## src/rtl/cm_sysctl_pkg.sv

```systemverilog
// Package: shared constants, register index codes and the presence-detect
// image for the core module control bank. Assumes 32-bit registers.
package cm_sysctl_pkg;

    localparam int unsigned DATA_W    = 32;
    localparam int unsigned IDX_W     = 6;
    localparam int unsigned NUM_PAIRS = 4;

    localparam logic [15:0]       UNLOCK_KEY = 16'hA05F;
    localparam logic [DATA_W-1:0] ID_WORD    = 32'h411A3001;
    localparam logic [DATA_W-1:0] STAT_WORD  = 32'h00100000;
    localparam logic [DATA_W-1:0] OSC_RST    = 32'h01000048;
    localparam logic [DATA_W-1:0] AUXOSC_RST = 32'h0007FEFF;
    localparam logic [DATA_W-1:0] SDRAM_RST  = 32'h00011122;
    localparam logic [DATA_W-1:0] INIT_RST   = 32'h00000112;

    typedef enum logic [IDX_W-1:0] {
        IX_IDENT   = 6'd0,
        IX_OSC     = 6'd2,
        IX_CTRL    = 6'd3,
        IX_STATUS  = 6'd4,
        IX_KEY     = 6'd5,
        IX_AUXOSC  = 6'd7,
        IX_SDRAM   = 6'd8,
        IX_INIT    = 6'd9,
        IX_REFCNT  = 6'd10,
        IX_FLAG    = 6'd12,
        IX_NVFLAG  = 6'd14,
        IX_IRQ_MSK = 6'd16,
        IX_IRQ_RAW = 6'd17,
        IX_IRQ_EN  = 6'd18,
        IX_SW_SET  = 6'd20,
        IX_SW_CLR  = 6'd21,
        IX_FIQ_MSK = 6'd24,
        IX_FIQ_RAW = 6'd25,
        IX_FIQ_EN  = 6'd26
    } reg_idx_e;

    // Set address of each set/clear pair; the clear address is the next index.
    localparam logic [IDX_W-1:0] PAIR_SET_IDX [NUM_PAIRS] = '{6'd12, 6'd14, 6'd18, 6'd26};

    // Size field ORed into the SDRAM configuration reset value.
    function automatic logic [DATA_W-1:0] sdram_size_field(input int mb);
        if (mb >= 256)      return 32'h10;
        else if (mb >= 128) return 32'h0C;
        else if (mb >= 64)  return 32'h08;
        else if (mb >= 32)  return 32'h04;
        else                return 32'h00;
    endfunction

    // Module density code held in the presence-detect image.
    function automatic logic [7:0] pd_density(input int mb);
        if (mb >= 256)      return 8'd64;
        else if (mb >= 128) return 8'd32;
        else if (mb >= 64)  return 8'd16;
        else if (mb >= 32)  return 8'd4;
        else                return 8'd2;
    endfunction

endpackage

```

## src/rtl/cm_setclr_reg.sv

```systemverilog
// Module: one register word written through a set address and a clear
// address. Assumes set and clear strobes are never high together (they
// come from distinct decoded indices).
module cm_setclr_reg #(
    parameter int unsigned W = 32
) (
    input  logic         clk,
    input  logic         rst_n,
    input  logic         set_we,
    input  logic         clr_we,
    input  logic [W-1:0] wdata,
    output logic [W-1:0] q
);

    // Purpose: OR in on set, mask out on clear.
    always_ff @(posedge clk) begin
        if (!rst_n)      q <= '0;
        else if (set_we) q <= q | wdata;
        else if (clr_we) q <= q & ~wdata;
    end

    AST_SET_BITS: assert property (@(posedge clk) disable iff (!rst_n)
        set_we |=> ((q & $past(wdata)) == $past(wdata)));
    AST_CLR_BITS: assert property (@(posedge clk) disable iff (!rst_n)
        clr_we |=> ((q & $past(wdata)) == '0));
    AST_IDLE_HOLD: assert property (@(posedge clk) disable iff (!rst_n)
        (!set_we && !clr_we) |=> $stable(q));

endmodule

```

## src/rtl/cm_ref_counter.sv

```systemverilog
// Module: free-running reference counter. Assumes ref_tick is already a
// single-cycle enable in the clk domain; it starts from zero at reset.
module cm_ref_counter #(
    parameter int unsigned W = 32
) (
    input  logic         clk,
    input  logic         rst_n,
    input  logic         tick,
    output logic [W-1:0] count
);

    // Purpose: advance by one per tick, wrapping at the top.
    always_ff @(posedge clk) begin
        if (!rst_n)    count <= '0;
        else if (tick) count <= count + 1'b1;
    end

    AST_CNT_STEP: assert property (@(posedge clk) disable iff (!rst_n)
        tick |=> (count == $past(count) + 1'b1));
    AST_CNT_HOLD: assert property (@(posedge clk) disable iff (!rst_n)
        !tick |=> $stable(count));

endmodule

```

## src/rtl/cm_pd_rom.sv

```systemverilog
// Module: computed presence-detect image, one byte per table entry.
// Assumes the caller decodes the window; only entries 64..95 are visible.
module cm_pd_rom #(
    parameter int MEM_MB = 0
) (
    input  logic [6:0] entry,
    output logic [7:0] data
);
    import cm_sysctl_pkg::*;

    localparam logic [7:0] DENSITY = pd_density(MEM_MB);

    // Purpose: return the byte at the requested table entry.
    always_comb begin
        case (entry)
            7'd64:   data = 8'h80;
            7'd65:   data = 8'h08;
            7'd66:   data = 8'h04;
            7'd95:   data = DENSITY;
            default: data = 8'h00;
        endcase
    end

endmodule

```

## src/rtl/cm_sysctl_bank.sv

```systemverilog
// Module: core module system control register bank (top). Decodes byte
// addresses to word indices, holds the keyed oscillator words, control,
// configuration, flag pairs, interrupt group and reference counter, and
// returns registered read data. Assumes single-cycle strobes, one access
// per cycle, AW of at least 10.
module cm_sysctl_bank #(
    parameter int unsigned AW     = 12,
    parameter int          MEM_MB = 0
) (
    input  logic        clk,
    input  logic        rst_n,
    input  logic [AW-1:0] addr,
    input  logic        wr_en,
    input  logic        rd_en,
    input  logic [31:0] wr_data,
    output logic [31:0] rd_data,
    input  logic        ref_tick,
    output logic        remap_o,
    output logic        led_o,
    output logic        rst_req_o,
    output logic        irq_o,
    output logic        fiq_o
);
    import cm_sysctl_pkg::*;

    localparam logic [DATA_W-1:0] SDRAM_INIT = SDRAM_RST | sdram_size_field(MEM_MB);

    logic [IDX_W-1:0]  idx;
    logic              in_regs, in_pd, wr_regs;
    logic [7:0]        pd_byte;
    logic              unused_addr_lsb;
    logic [15:0]       key_q;
    logic              unlocked;
    logic [DATA_W-1:0] osc_q, auxosc_q, sdram_q, init_q, refcnt;
    logic              led_q, remap_q, rst_req_q, sw_level;
    logic [DATA_W-1:0] pair_q [NUM_PAIRS];
    logic [DATA_W-1:0] flag_w, nvflag_w, irq_en, fiq_en, level_w;
    logic [DATA_W-1:0] rd_mux;

    assign idx             = addr[7:2];
    assign in_regs         = (addr[AW-1:8] == '0);
    assign in_pd           = (addr[AW-1:8] == 1) && !addr[7];
    assign wr_regs         = wr_en && in_regs;
    assign unused_addr_lsb = ^addr[1:0];
    assign unlocked        = (key_q == UNLOCK_KEY);

    cm_pd_rom #(.MEM_MB(MEM_MB)) u_pd (.entry(addr[8:2]), .data(pd_byte));

    cm_ref_counter #(.W(DATA_W)) u_cnt (
        .clk(clk), .rst_n(rst_n), .tick(ref_tick), .count(refcnt)
    );

    // Set/clear pairs: flags, second flags, IRQ enables, FIQ enables.
    for (genvar g = 0; g < NUM_PAIRS; g++) begin : g_pair
        cm_setclr_reg #(.W(DATA_W)) u_pair (
            .clk   (clk),
            .rst_n (rst_n),
            .set_we(wr_regs && (idx == PAIR_SET_IDX[g])),
            .clr_we(wr_regs && (idx == PAIR_SET_IDX[g] + 1'b1)),
            .wdata (wr_data),
            .q     (pair_q[g])
        );
    end
    assign flag_w   = pair_q[0];
    assign nvflag_w = pair_q[1];
    assign irq_en   = pair_q[2];
    assign fiq_en   = pair_q[3];
    assign level_w  = {{(DATA_W-1){1'b0}}, sw_level};

    // Purpose: key, keyed oscillator words and plain configuration words.
    always_ff @(posedge clk) begin
        if (!rst_n) begin
            key_q    <= '0;
            osc_q    <= OSC_RST;
            auxosc_q <= AUXOSC_RST;
            sdram_q  <= SDRAM_INIT;
            init_q   <= INIT_RST;
        end else if (wr_regs) begin
            case (idx)
                IX_KEY:    key_q   <= wr_data[15:0];
                IX_OSC:    if (unlocked) osc_q    <= wr_data;
                IX_AUXOSC: if (unlocked) auxosc_q <= wr_data;
                IX_SDRAM:  sdram_q <= wr_data;
                IX_INIT:   init_q  <= wr_data;
                default:   ;
            endcase
        end
    end

    // Purpose: control bits and the one-cycle reset request.
    always_ff @(posedge clk) begin
        if (!rst_n) begin
            led_q     <= 1'b0;
            remap_q   <= 1'b0;
            rst_req_q <= 1'b0;
        end else begin
            rst_req_q <= wr_regs && (idx == IX_CTRL) && wr_data[3];
            if (wr_regs && (idx == IX_CTRL)) begin
                led_q   <= wr_data[0];
                remap_q <= wr_data[2];
            end
        end
    end

    // Purpose: software interrupt level, bit 0 of the data only.
    always_ff @(posedge clk) begin
        if (!rst_n)                                         sw_level <= 1'b0;
        else if (wr_regs && idx == IX_SW_SET && wr_data[0]) sw_level <= 1'b1;
        else if (wr_regs && idx == IX_SW_CLR && wr_data[0]) sw_level <= 1'b0;
    end

    // Purpose: select the read value for the current address.
    always_comb begin
        rd_mux = '0;
        if (in_pd) begin
            rd_mux = {24'h0, pd_byte};
        end else if (in_regs) begin
            case (idx)
                IX_IDENT:   rd_mux = ID_WORD;
                IX_OSC:     rd_mux = osc_q;
                IX_CTRL:    rd_mux = {29'h0, remap_q, 1'b0, led_q};
                IX_STATUS:  rd_mux = STAT_WORD;
                IX_KEY:     rd_mux = {15'h0, unlocked, key_q};
                IX_AUXOSC:  rd_mux = auxosc_q;
                IX_SDRAM:   rd_mux = sdram_q;
                IX_INIT:    rd_mux = init_q;
                IX_REFCNT:  rd_mux = refcnt;
                IX_FLAG:    rd_mux = flag_w;
                IX_NVFLAG:  rd_mux = nvflag_w;
                IX_IRQ_MSK: rd_mux = level_w & irq_en;
                IX_IRQ_RAW: rd_mux = level_w;
                IX_IRQ_EN:  rd_mux = irq_en;
                IX_SW_SET:  rd_mux = level_w;
                IX_FIQ_MSK: rd_mux = level_w & fiq_en;
                IX_FIQ_RAW: rd_mux = level_w;
                IX_FIQ_EN:  rd_mux = fiq_en;
                default:    rd_mux = '0;
            endcase
        end
    end

    // Purpose: register the read data on a read strobe.
    always_ff @(posedge clk) begin
        if (!rst_n)     rd_data <= '0;
        else if (rd_en) rd_data <= rd_mux;
    end

    assign remap_o   = remap_q;
    assign led_o     = led_q;
    assign rst_req_o = rst_req_q;
    assign irq_o     = sw_level && irq_en[0];
    assign fiq_o     = sw_level && fiq_en[0];

    AST_RSTREQ_CAUSE: assert property (@(posedge clk) disable iff (!rst_n)
        rst_req_o |-> $past(wr_en && in_regs && idx == IX_CTRL && wr_data[3]));
    AST_OSC_GUARD: assert property (@(posedge clk) disable iff (!rst_n)
        !unlocked |=> ($stable(osc_q) && $stable(auxosc_q)));
    AST_REMAP_HOLD: assert property (@(posedge clk) disable iff (!rst_n)
        !(wr_en && in_regs && idx == IX_CTRL) |=> ($stable(remap_o) && $stable(led_o)));
    AST_RD_HOLD: assert property (@(posedge clk) disable iff (!rst_n)
        !rd_en |=> $stable(rd_data));
    AST_OUT_WRITE_ONLY: assert property (@(posedge clk) disable iff (!rst_n)
        !wr_en |=> ($stable(irq_o) && $stable(fiq_o)));

endmodule

```

## config.mk

```make
export PLATFORM = sky130hd
export DESIGN_NAME = cm_sysctl_bank
export DESIGN_NICKNAME = d
export VERILOG_FILES = /design/src/rtl/cm_sysctl_pkg.sv /design/src/rtl/cm_setclr_reg.sv /design/src/rtl/cm_ref_counter.sv /design/src/rtl/cm_pd_rom.sv /design/src/rtl/cm_sysctl_bank.sv
export SDC_FILE = /design/constraint.sdc
export NUM_CORES = 1
export LEC_CHECK = 0
export BUFFER_PORTS_ARGS = -buffer_cell sky130_fd_sc_hd__buf_2
export CAP_MARGIN = 20
export CELL_PAD_IN_SITES_DETAIL_PLACEMENT = 1
export CELL_PAD_IN_SITES_GLOBAL_PLACEMENT = 2
export CORE_UTILIZATION = 41
export DETAILED_ROUTE_END_ITERATION = 7
export PLACE_DENSITY = 0.91
export SLEW_MARGIN = 20
export SYNTH_ARGS = -nofsm -noshare
export SYNTH_HDL_FRONTEND = slang
export SYNTH_SLANG_ARGS = --single-unit
```

## constraint.sdc

```tcl
create_clock -name clk -period 4.4 [get_ports clk]
set_input_delay 0.88 -clock clk [delete_from_list [all_inputs] [get_ports clk]]
set_output_delay 0.88 -clock clk [all_outputs]
set_load 0.05 [all_outputs]
```

==> impl.org <==
** Place
- The HPWL after detailed placement is 31800 um.
- Summing all placed instances gives a cell area of 15400 um2.
- In this run the tool buffered the top-level ports with 83 buffer cells.
- Post-placement worst setup slack :: 905 ps
- Final weighted congestion in routability-driven placement :: 0.862

** Yosys
- Of the total synthesized cell area, the portion taken by AND, OR, NAND and NOR gates is 16.4%.
- The synthesized netlist devotes 26.8% of its cell area to compound gates.
- Synth Net Count :: 1726
- Dominant cells by area after synthesis :: sky130_fd_sc_hd__dfxtp_1 (46%), sky130_fd_sc_hd__a21oi_1 (7.7%), sky130_fd_sc_hd__a311oi_1 (7.6%)
- After synthesis, the netlist uses 66 different library cells.
- Sequential elements use 46.4% of the synthesized area.
- The portion of synthesized area spent on multiplexers is 3.00%.
- Most frequent cell after synthesis :: sky130_fd_sc_hd__dfxtp_1
- After synthesis, the share of flip-flops with an asynchronous set or reset is 0%.
- Synth top cells by count :: sky130_fd_sc_hd__dfxtp_1 (340), sky130_fd_sc_hd__nand2_1 (272), sky130_fd_sc_hd__a21oi_1 (225), sky130_fd_sc_hd__a311oi_1 (128), sky130_fd_sc_hd__clkbuf_1 (116)
- Share of Yosys cell area claimed by the top area cell type :: 46.4%
- Adder and majority cell fraction of the synthesized area :: 0.0853%
- Number of instances in the synthesized netlist :: 1676
- Of the total synthesized cell area, the portion taken by XOR and XNOR cells is 1.49%.
- During synthesis, Yosys emitted a total of 0 warnings.
- The mapped netlist covers 14700 um2.
- EDFF count, synth :: 0
- Count of state elements after synthesis :: 340
- Among all flip-flop cells after synthesis, the most frequent one is sky130_fd_sc_hd__dfxtp_1.
- Main combinational cell family by area after synthesis :: compound AO/OA/AOI/OAI gates
- A synthesized cell averages 8.75 um2.
- Summed over all instances, the cell type with the most area after synthesis is sky130_fd_sc_hd__dfxtp_1.

** Worst setup path
- The critical path is of the in2reg type.
- The worst setup path is launched from a primary input.
- STA puts the critical path data arrival time at 3430 ps.
- CP cell instances :: buf_2 -> or4b_1 -> nor3_4 -> buf_4 -> and2_1 -> buf_4 -> nand2_1 -> a21oi_1
- Maximum fanout along the worst path :: 23
- For the worst setup path, the data required time is 4840 ps.
- Library cell contributing the largest single delay on the critical path :: sky130_fd_sc_hd__or4b_1
- Critical Path Most Common Cell :: sky130_fd_sc_hd__buf_4
- Worst setup EP type :: register
- Slowest cell delay on critical path :: 770 ps

** Drt
- Starting DRC count in detailed routing :: 1281
- The detail route stage leaves a number of antenna-violating nets equal to 0.
- Number of iterations in the first detailed-routing pass :: 6
- Detailed-routed wire length on met3 :: 3150 um
- In the routed design, unresolved DRC markers number 0.
- After detailed routing, the met2 layer carries 25500 um of wire.
- Routed WL :: 53200 um
- Routed signal wires occupy layers up through met5.
- M1 wire length :: 23100 um
- Dividing the detail-routed wire length by the instance count gives 24.7 um.
- Routed vias :: 13800
- Using the TritonRoute via totals, the vias-per-cell ratio works out to 6.39.

** Global route
- First-pass GRT wire length :: 82400 um
- Maximum number of pins on one net before global-route repair :: 81
- Number of antenna violations at the first check in global routing :: 2
- Number of global-route vias before repair :: 14000
- After global routing the overflow that remains totals 0.
- In the global route stage, overall resource usage came out at 29.1%.

** Clock tree
- Latest clock arrival within the worst-skew pair :: 540 ps
- Clock tree buffer depth :: 3
- Register clock-pin slew on the reported worst setup and hold paths :: 60 ps
- The cell sitting at the root of the clock tree is a sky130_fd_sc_hd__clkbuf_16.
- The clock tree synthesis step divided the H-tree into 2 levels.
- Clock sink count :: 340
- The number of clock buffers added by TritonCTS is 39.
- Buffers added to address setup during post-CTS repair amount to 0.
- In this run, post-CTS repair resized a total of 0 instances.
- TritonCTS built the clock tree.
- The number of hold buffers added after CTS was 0.

** Timing
- Headroom to the max-slew limit came out at 40.3%.
- Total count of hold-check failures in the final report :: 0
- For this run, the top clock speed supported by timing is 334 MHz.
- Clock skew after layout :: 23.1 ps
- In the finished design, the share of the clock period the worst path needs comes to 67.9%.
- Min setup slack post-route :: 1410 ps
- Setup repair after global routing left no endpoint under its margin.
- Number of setup violations in the final report :: 0
- On the final layout, the worst hold slack is 456 ps.
- Slew of the pin with the lowest slew margin :: 896 ps
- Setup TNS :: 0 ps
- Number of pins exceeding their max-slew limit in the final report :: 0
- The worst path in the final design needs a cycle of 2990 ps, including I/O delays and setup.

** Floorplan
- Die Height :: 191 um
- Starting Density :: 42.0%
- Placement Rows :: 68
- Core area :: 34900 um2
- Floorplan die width :: 191 um
- Full die area :: 36500 um2
- For this design the top-level I/O count stands at 86.

** Finish
- Filler cells :: 4024
- Antenna fix cells :: 0
- Final layout net count :: 1719
- Summing all flip-flop and latch instances after layout gives 6810 um2.
- In the final layout, the share of cells above drive strength 1 is 14.0%.
- Area growth from synthesis to layout :: 14.1%
- Cell area after layout :: 16700 um2
- Cells fill 47.9% of the core in the end.
- Total area of multi-input combinational cells :: 7070 um2

** Run status
- Result of the run :: completed

** Worst hold path
- Path category of the worst min-delay check :: reg2reg

** Power
- Leakage power summed over all cells :: 5.36 nW
- Internal power of the cells :: 0.00518 W
- Psw :: 0.00156 W
- The worst-case IR drop observed on VDD is 0.330 mV.
- Of the total power, the share spent switching nets is 23.1%.
- Sequential cell fraction of total power :: 45.8%
- The share of total power dissipated in the clock network is 50.0%.
- In this run the power density over the cells is 402 nW/um2.
- Combinational share of power :: 4.2%

** Job
- Reported max-cap violation count :: 0
[stage by stage]
step | total power [W] | std cells
3_5_place_dp | 0.00343 | 2083
2_1_floorplan | 0.00331 | 1676
5_1_grt | 0.00691 | 2153
4_1_cts | 0.00675 | 2153
6_report | 0.00673 | 2153
3_3_place_gp | 0.00342 | 2083
[final timing paths]
check / from / end / slack [ps] / cells after the start
setup / recovery: addr[5] / init_q[20] / 1410 / 8
hold reg to reg: sdram_q[18] / sdram_q[18] / 460 / 2
setup reg to reg: key_q[8] / auxosc_q[7] / 1850 / 6
hold / removal: sdram_q[18] / sdram_q[18] / 460 / 2
[cell type report]
type                            count  area share (%)
Inverter                            6           0.165
Sequential cell                   340            40.7
Clock buffer                       58            7.29
Tap cell                          455            3.40
Timing Repair Buffer              138            5.43
Multi-Input combinational cell   1144            42.2
Clock inverter                     12           0.771
[power by group through the flow]
stage	clock [W]	combinational, W	sequential (W)
3_5_place_dp	0	0.000274	0.00315
4_1_cts	0.00339	0.000276	0.00308
2_1_floorplan	0	0.000163	0.00315
6_report	0.00336	0.000282	0.00308
3_3_place_gp	0	0.000271	0.00315
5_1_grt	0.00353	0.000297	0.00308
[per-layer routing]
layer	global-route usage, %	vias up
met4	10.3	4
met2	47.8	474
met3	4.04	112
met1	38.9	6950
met5	0	-
li1	-	6220
[cell families after synthesis]
group	after synthesis
compound gates	577
mux	42
flops	340
xor+xnor	25
buf+inv	192
fa+ha+maj	1
simple gates	499
[worst max-delay path, delay by kind of cell]
family | cells | cell delay (ps)
AND/OR/NAND/NOR | 4 | 1310
buffers and inverters | 3 | 1050
AO/OA/AOI/OAI | 1 | 160
[layout by cell type (no fill, tap or decap), types with 6 or more instances in the layout]
cell type                   netlist  layout
sky130_fd_sc_hd__buf_4            8      51
sky130_fd_sc_hd__a221oi_1        40      40
sky130_fd_sc_hd__clkbuf_8         0      15
sky130_fd_sc_hd__nor2_1          37      35
sky130_fd_sc_hd__nand3_1         70      70
sky130_fd_sc_hd__a22o_1          33      33
sky130_fd_sc_hd__o21ai_1          7       7
sky130_fd_sc_hd__xor2_1          18      18
sky130_fd_sc_hd__and4_1          10      10
sky130_fd_sc_hd__or3_1            7       7
sky130_fd_sc_hd__nor2b_1         11      10
sky130_fd_sc_hd__a22oi_1         43      43
sky130_fd_sc_hd__xnor2_1          7       7
sky130_fd_sc_hd__nand2_1        272     272
sky130_fd_sc_hd__and2_1           8       8
sky130_fd_sc_hd__buf_2           49      81
sky130_fd_sc_hd__a32oi_1         30      30
sky130_fd_sc_hd__a311oi_1       128     128
sky130_fd_sc_hd__mux2i_1         35      35
sky130_fd_sc_hd__buf_12           0       6
sky130_fd_sc_hd__o21ai_0         51      51
sky130_fd_sc_hd__nor3_1          14      13
sky130_fd_sc_hd__nand4_1         12      12
sky130_fd_sc_hd__and3_1          21      21
sky130_fd_sc_hd__dfxtp_1        340     340
sky130_fd_sc_hd__mux2_2           6       6
sky130_fd_sc_hd__clkinv_2         0       7
sky130_fd_sc_hd__clkbuf_16        0      40
sky130_fd_sc_hd__a21oi_1        225     225
No activity file was read; power rests on OpenSTA's default activity.
